===== src/rtl/rbi_pkg.sv =====
// Package: shared mode encoding for the ready/busy/interrupt pin controller.
// Assumes the mode code is supplied by configuration logic outside this block.
package rbi_pkg;
    typedef enum logic [1:0] {
        RBI_MEM = 2'd0,
        RBI_IO  = 2'd1,
        RBI_IDE = 2'd2,
        RBI_OFF = 2'd3
    } rbi_mode_e;
endpackage


===== src/rtl/rbi_mode_track.sv =====
// Registers the requested mode and flags the cycle in which it changes.
// Assumes mode_sel is synchronous to clk; flush is combinational and valid
// only in the cycle before the new mode becomes visible.
module rbi_mode_track
    import rbi_pkg::*;
(
    input  logic      clk,
    input  logic      rst_n,
    input  logic [1:0] mode_sel,
    output rbi_mode_e mode_q,
    output logic      flush
);
    // Mode register: takes the new code on every edge, memory after reset.
    always_ff @(posedge clk) begin
        if (!rst_n) mode_q <= RBI_MEM;
        else        mode_q <= rbi_mode_e'(mode_sel);
    end

    // Change detect: request differs from the mode now in force.
    always_comb flush = (mode_sel != mode_q);
endmodule


===== src/rtl/rbi_ready_track.sv =====
// Remembers that core initialisation has completed since the last reset.
// Assumes init_done may fall again later; readiness must not drop with it.
module rbi_ready_track (
    input  logic clk,
    input  logic rst_n,
    input  logic init_done,
    output logic init_seen
);
    // Sticky flag: set by init_done, cleared only by reset.
    always_ff @(posedge clk) begin
        if (!rst_n)         init_seen <= 1'b0;
        else if (init_done) init_seen <= 1'b1;
    end

    assert_init_sticky_R2: assert property (@(posedge clk) disable iff (!rst_n)
        init_seen |=> init_seen);
endmodule


===== src/rtl/rbi_io_irq.sv =====
// I/O mode interrupt engine: a fixed-length strobe (pulse style) or a held
// request (level style). Output io_active is high while the pin must be low.
// Assumes enable is high only while the I/O mode is in force.
module rbi_io_irq #(
    parameter int PULSE_LEN = 8
) (
    input  logic clk,
    input  logic rst_n,
    input  logic enable,
    input  logic flush,
    input  logic pulse_sel,
    input  logic irq_event,
    input  logic irq_clear,
    output logic io_active
);
    localparam int CW = (PULSE_LEN < 2) ? 1 : $clog2(PULSE_LEN + 1);
    localparam logic [CW-1:0] LOAD = CW'(PULSE_LEN);

    logic [CW-1:0] cnt_q;
    logic          lvl_q;

    // Strobe counter: loads on an event when idle, counts down to zero.
    always_ff @(posedge clk) begin
        if (!rst_n || flush)                          cnt_q <= '0;
        else if (cnt_q != '0)                         cnt_q <= cnt_q - 1'b1;
        else if (enable && pulse_sel && irq_event)    cnt_q <= LOAD;
    end

    // Level request: set by an event, dropped by a clear without an event.
    always_ff @(posedge clk) begin
        if (!rst_n || flush)                          lvl_q <= 1'b0;
        else if (enable && !pulse_sel && irq_event)   lvl_q <= 1'b1;
        else if (enable && irq_clear)                 lvl_q <= 1'b0;
    end

    // Request output: either engine active pulls the pin low.
    always_comb io_active = (cnt_q != '0) || lvl_q;

    assert_pulse_no_extend_R5: assert property (@(posedge clk) disable iff (!rst_n)
        (cnt_q != '0 && !flush) |=> (cnt_q == $past(cnt_q) - 1'b1));
    assert_level_hold_R4: assert property (@(posedge clk) disable iff (!rst_n)
        (lvl_q && !irq_clear && !flush) |=> lvl_q);
endmodule


===== src/rtl/rbi_ide_irq.sv =====
// Disk-emulation interrupt latch: set by an event, cleared by an acknowledge.
// Assumes enable is high only while the disk-emulation mode is in force.
module rbi_ide_irq (
    input  logic clk,
    input  logic rst_n,
    input  logic enable,
    input  logic flush,
    input  logic irq_event,
    input  logic irq_clear,
    output logic ide_pend
);
    // Pending latch: event wins over a simultaneous clear.
    always_ff @(posedge clk) begin
        if (!rst_n || flush)            ide_pend <= 1'b0;
        else if (enable && irq_event)   ide_pend <= 1'b1;
        else if (enable && irq_clear)   ide_pend <= 1'b0;
    end

    assert_ide_set_R6: assert property (@(posedge clk) disable iff (!rst_n)
        (enable && irq_event && !flush) |=> ide_pend);
endmodule


===== src/rtl/rbi_pin_ctrl.sv =====
// Top: drives the shared ready/busy/interrupt pin according to the mode.
// Memory: ready high / busy low. I/O: active-low interrupt. Disk emulation:
// active-high interrupt with mask. Reserved code: pin released.
// Assumes all inputs are synchronous to clk; reset is synchronous active-low.
module rbi_pin_ctrl
    import rbi_pkg::*;
#(
    parameter int PULSE_LEN = 8
) (
    input  logic       clk,
    input  logic       rst_n,
    input  logic [1:0] mode_sel,
    input  logic       core_busy,
    input  logic       init_done,
    input  logic       irq_event,
    input  logic       irq_clear,
    input  logic       pulse_sel,
    input  logic       irq_mask,
    output logic       pin_out,
    output logic       pin_oe
);
    rbi_mode_e mode_q;
    logic      flush;
    logic      init_seen;
    logic      io_active;
    logic      ide_pend;

    rbi_mode_track u_mode (
        .clk(clk), .rst_n(rst_n), .mode_sel(mode_sel),
        .mode_q(mode_q), .flush(flush)
    );

    rbi_ready_track u_ready (
        .clk(clk), .rst_n(rst_n), .init_done(init_done), .init_seen(init_seen)
    );

    rbi_io_irq #(.PULSE_LEN(PULSE_LEN)) u_io (
        .clk(clk), .rst_n(rst_n), .enable(mode_q == RBI_IO), .flush(flush),
        .pulse_sel(pulse_sel), .irq_event(irq_event), .irq_clear(irq_clear),
        .io_active(io_active)
    );

    rbi_ide_irq u_ide (
        .clk(clk), .rst_n(rst_n), .enable(mode_q == RBI_IDE), .flush(flush),
        .irq_event(irq_event), .irq_clear(irq_clear), .ide_pend(ide_pend)
    );

    // Pin mux: choose meaning and polarity from the mode in force.
    always_comb begin
        pin_oe  = 1'b1;
        pin_out = 1'b0;
        unique case (mode_q)
            RBI_MEM: pin_out = init_seen && !core_busy;
            RBI_IO:  pin_out = !io_active;
            RBI_IDE: pin_out = ide_pend && !irq_mask;
            RBI_OFF: pin_oe  = 1'b0;
        endcase
    end

    assert_busy_low_R1: assert property (@(posedge clk) disable iff (!rst_n)
        (mode_q == RBI_MEM && core_busy) |-> !pin_out);
    assert_flush_clears_R8: assert property (@(posedge clk) disable iff (!rst_n)
        flush |=> (!io_active && !ide_pend));
    assert_mask_low_R7: assert property (@(posedge clk) disable iff (!rst_n)
        (mode_q == RBI_IDE && irq_mask) |-> !pin_out);
    assert_reserved_off_R9: assert property (@(posedge clk) disable iff (!rst_n)
        (mode_q == RBI_OFF) |-> (!pin_oe && !pin_out));
endmodule


===== config.mk =====
export PLATFORM = sky130hd
export DESIGN_NAME = rbi_pin_ctrl
export DESIGN_NICKNAME = d
export VERILOG_FILES = /design/src/rtl/rbi_pkg.sv /design/src/rtl/rbi_mode_track.sv /design/src/rtl/rbi_ready_track.sv /design/src/rtl/rbi_io_irq.sv /design/src/rtl/rbi_ide_irq.sv /design/src/rtl/rbi_pin_ctrl.sv
export SDC_FILE = /design/constraint.sdc
export NUM_CORES = 1
export LEC_CHECK = 0
export ABC_CLOCK_PERIOD_IN_PS = 1100
export BUFFER_PORTS_ARGS = -buffer_cell sky130_fd_sc_hd__buf_2
export CORE_MARGIN = 8
export CORE_UTILIZATION = 25
export DETAILED_ROUTE_END_ITERATION = 10
export PLACE_DENSITY = 0.52
export SYNTH_ARGS = -nofsm -noshare
export SYNTH_HDL_FRONTEND = slang
export SYNTH_HIERARCHICAL = 1
export SYNTH_SLANG_ARGS = --single-unit

===== constraint.sdc =====
create_clock -name clk -period 1.1 [get_ports clk]
set_input_delay 0 -clock clk [delete_from_list [all_inputs] [get_ports clk]]
set_output_delay 0 -clock clk [all_outputs]
set_load 0.01 [all_outputs]

==> summary.txt <==
CP Capture Type -> primary output
Final core occ -> 41.79%
Total grt overflow -> 0
Final hold viol count -> 0
Initial antenna violation count -> 0
Final number of max-transition violations -> 0
Max Cap Viol -> 0
Failing checks -> negative setup slack
Top Ports -> 12
Share of the synthesized area in the top cell type -> 44.04%
CTS H-tree lvls -> 1
Hold Path Cell Cnt -> 3
Total GRT Usage -> 6.191%
Async SR Flop Fraction -> 0%
Drt first pass iters -> 4
CP Launch Type -> flop
Vias in the first global route -> 410
Remaining DRCs -> 0
Clock root cell -> clkbuf_4
Hold EP -> u_io/lvl_q
Post-synth cell types -> 23
Post-synth EDFFs -> 0
Max Fanout on Critical Path -> 3
Run status -> finished, violations left
Fmax -> 650.2 MHz
Routed vias/inst -> 4.547
Top-count cell post-synth -> dfxtp_1
Final HPWL DP -> 722.3 microns
Setup CP Type -> flop to primary output
P_leak -> 0.2551 nW
CTS buffer count -> 3
Synth-to-Final Area Change -> 55.66%
R2R depth -> 3
Synth area leaders -> dfxtp_1 (44%), nand2_1 (6.4%), a21oi_1 (4.9%), xnor2_1 (4.3%), nand3b_1 (3.7%)
Leading area contributor after synthesis -> dfxtp_1
Core area -> 1524 sq um
Mux cell area share after synthesis -> 0%
Tcrit/Tclk final -> 139.8%
Via count -> 391
# setup viols final -> 2
Power, Total -> 0.6819 mW
Maximum vdd ir drop -> 637.0 uV
Routed wire length -> 965 microns
CTS max path bufs -> 2
CTS tree -> built
Post-synthesis sequential area ratio -> 44.04%
Reg2Reg Setup Slack -> -90 ps
Worst Tran Pin Value -> 305.3 ps
Post-Layout Cell Count -> 86
Xor and xnor fraction of the mapped netlist area -> 4.281%
Die footprint -> 3187 sq um
CTS Sinks -> 9
Die Wd -> 56.46 microns
Crit path DAT -> 1540 ps
First-pass GRT wire length -> 1.587 mm
Starting DRT DRC Count -> 7
Hold WS -> 22.48 ps
R2R Path End -> u_io/cnt_q[3]
Worst slew margin -> 79.36%
Placed cells -> 79
Post-Synth Adder-Cell Area -> 0%
Clock Latency Late Sink -> 250 ps
#FFs+latches synth -> 9
Most common library cells after synthesis -> dfxtp_1 (9), nand2_1 (7), a21oi_1 (4)
PD cells -> 1071 nW/um^2
Layout cells sized above 1 -> 48.57%
Post-Synth Simple-Gate Area -> 34.86%
Worst R2R Start -> u_io/cnt_q[0]
Hold Startpoint -> pulse_sel
Hold Crit Class -> input port to flop
RSZ-0062 raised after global routing -> true
Die Y -> 56.46 microns
Setup Skew -> 7.060 ps
Cells after Synth -> 46
Initial Util -> 26.85%
Core Rows -> 14
# nets final -> 81
Synth warn -> 6
Synth Area in Compound Gates -> 15.90%
CP Data Required Time -> 1100 ps
Buffers on Ports -> 11
Final antenna-violating net count -> 0
Combinational family with the most area after synthesis -> simple AND/OR/NAND/NOR gates
Syn nets -> 56
Largest net degree at the start of global routing -> 7
Setup bufs post-CTS -> 0
Most used DFF post-synth -> dfxtp_1
Placement Setup Slack -> -184.5 ps
Fin crit period -> 1538 ps
Clk pin slew, worst setup/hold paths -> 60 ps
Final Worst Setup Slack -> -438.1 ps
WL/cell -> 11.22 microns
GPL Wtd Cong -> 0.7681
Syn Std Cell Area -> 409.1 sq um
Synthesized area per cell -> 8.894 sq um
Ant. Diodes -> 0
## placed cells by master (no fill, tap or decap), types with 2 or more instances in the layout
cell type | Yosys | final
a21oi_1 | 4 | 3
a21oi_2 | 1 | 2
buf_2 | 0 | 10
buf_4 | 0 | 6
clkbuf_4 | 0 | 3
dfxtp_1 | 9 | 5
dfxtp_2 | 0 | 2
dfxtp_4 | 0 | 2
dlygate4sd3_1 | 0 | 3
nand2_1 | 7 | 7
nand3b_1 | 2 | 2
o21ai_0 | 2 | 2
or3_4 | 1 | 2
## cells by family (layout without fill, tap and decap cells)
logic type                after synthesis  count (layout)
and+or+nand+nor                        24              24
AOI/OAI and AO/OA                      10              10
DFF                                     9               9
xor gates and xnor gates                2               2
buffers and inverters                   1              25
## report_power, final
part	total, mW	internal, mW	leakage [nW]	switching, mW
registers	0.341	0.332	0.0756	0.00895
clock network	0.243	0.139	0.0150	0.104
logic	0.0982	0.0613	0.165	0.0369
## metrics by stage
step	area (sq um)	TNS [ps]
after floorplan	422.9	-185.4
after global placement	543.0	-370.9
after detailed placement	543.0	-327.5
after CTS	601.8	-567.4
after global routing	636.9	-641.9
final	636.9	-526.0
## final cells by class
| cell class | count | area (sq um) |
|---|---|---|
| Multi-Input combinational cell | 36 | 260.3 |
| Inverter | 1 | 3.754 |
| Sequential cell | 9 | 190.2 |
| Timing Repair Buffer | 20 | 136.4 |
| Clock buffer | 4 | 26.28 |
| Tap cell | 16 | 20.02 |
| Fill cell | 141 | 887.1 |
## flip-flops by register name, summed over array words and instances, names as in the netlist
name,cells
u_ready/init_seen,1
u_io/cnt_q,4
u_mode/mode_q,2
u_ide/ide_pend,1
u_io/lvl_q,1
## worst max-delay path by stage
stage	start	end	slack (ps)	depth (start not counted)
finish	u_io/cnt_q[0]	pin_out	-440	5
global route	u_io/cnt_q[0]	pin_out	-510	5
detailed placement	u_io/cnt_q[2]	pin_out	-180	5
global placement	u_io/cnt_q[2]	pin_out	-180	5
CTS	u_io/cnt_q[2]	pin_out	-470	5
floorplan	u_io/cnt_q[2]	pin_out	-110	4
## routing by layer
layer | part of all wire, % | global-route usage (%)
met1 | 48 | 7.152
met2 | 45 | 8.307
met3 | 6.5 | 2.921
met4 | 0.93 | 5.155
met5 | 0 | 0
## worst max-delay path, cell delays in order (launching register included)
cell and delay [ps]:
dfxtp_2 310, or3_4 380, or3_4 330, inv_2 50, a211o_1 120, buf_6 100
## timing repair
action	in CTS	in global routing
gates resized for setup	2	8
hold endpoints to repair	3	0
pin swaps	1	2
endpoints found under the setup margin	5	6
hold buffers	3	0
gates cloned	0	0
Power figures use the tool's default switching activity.
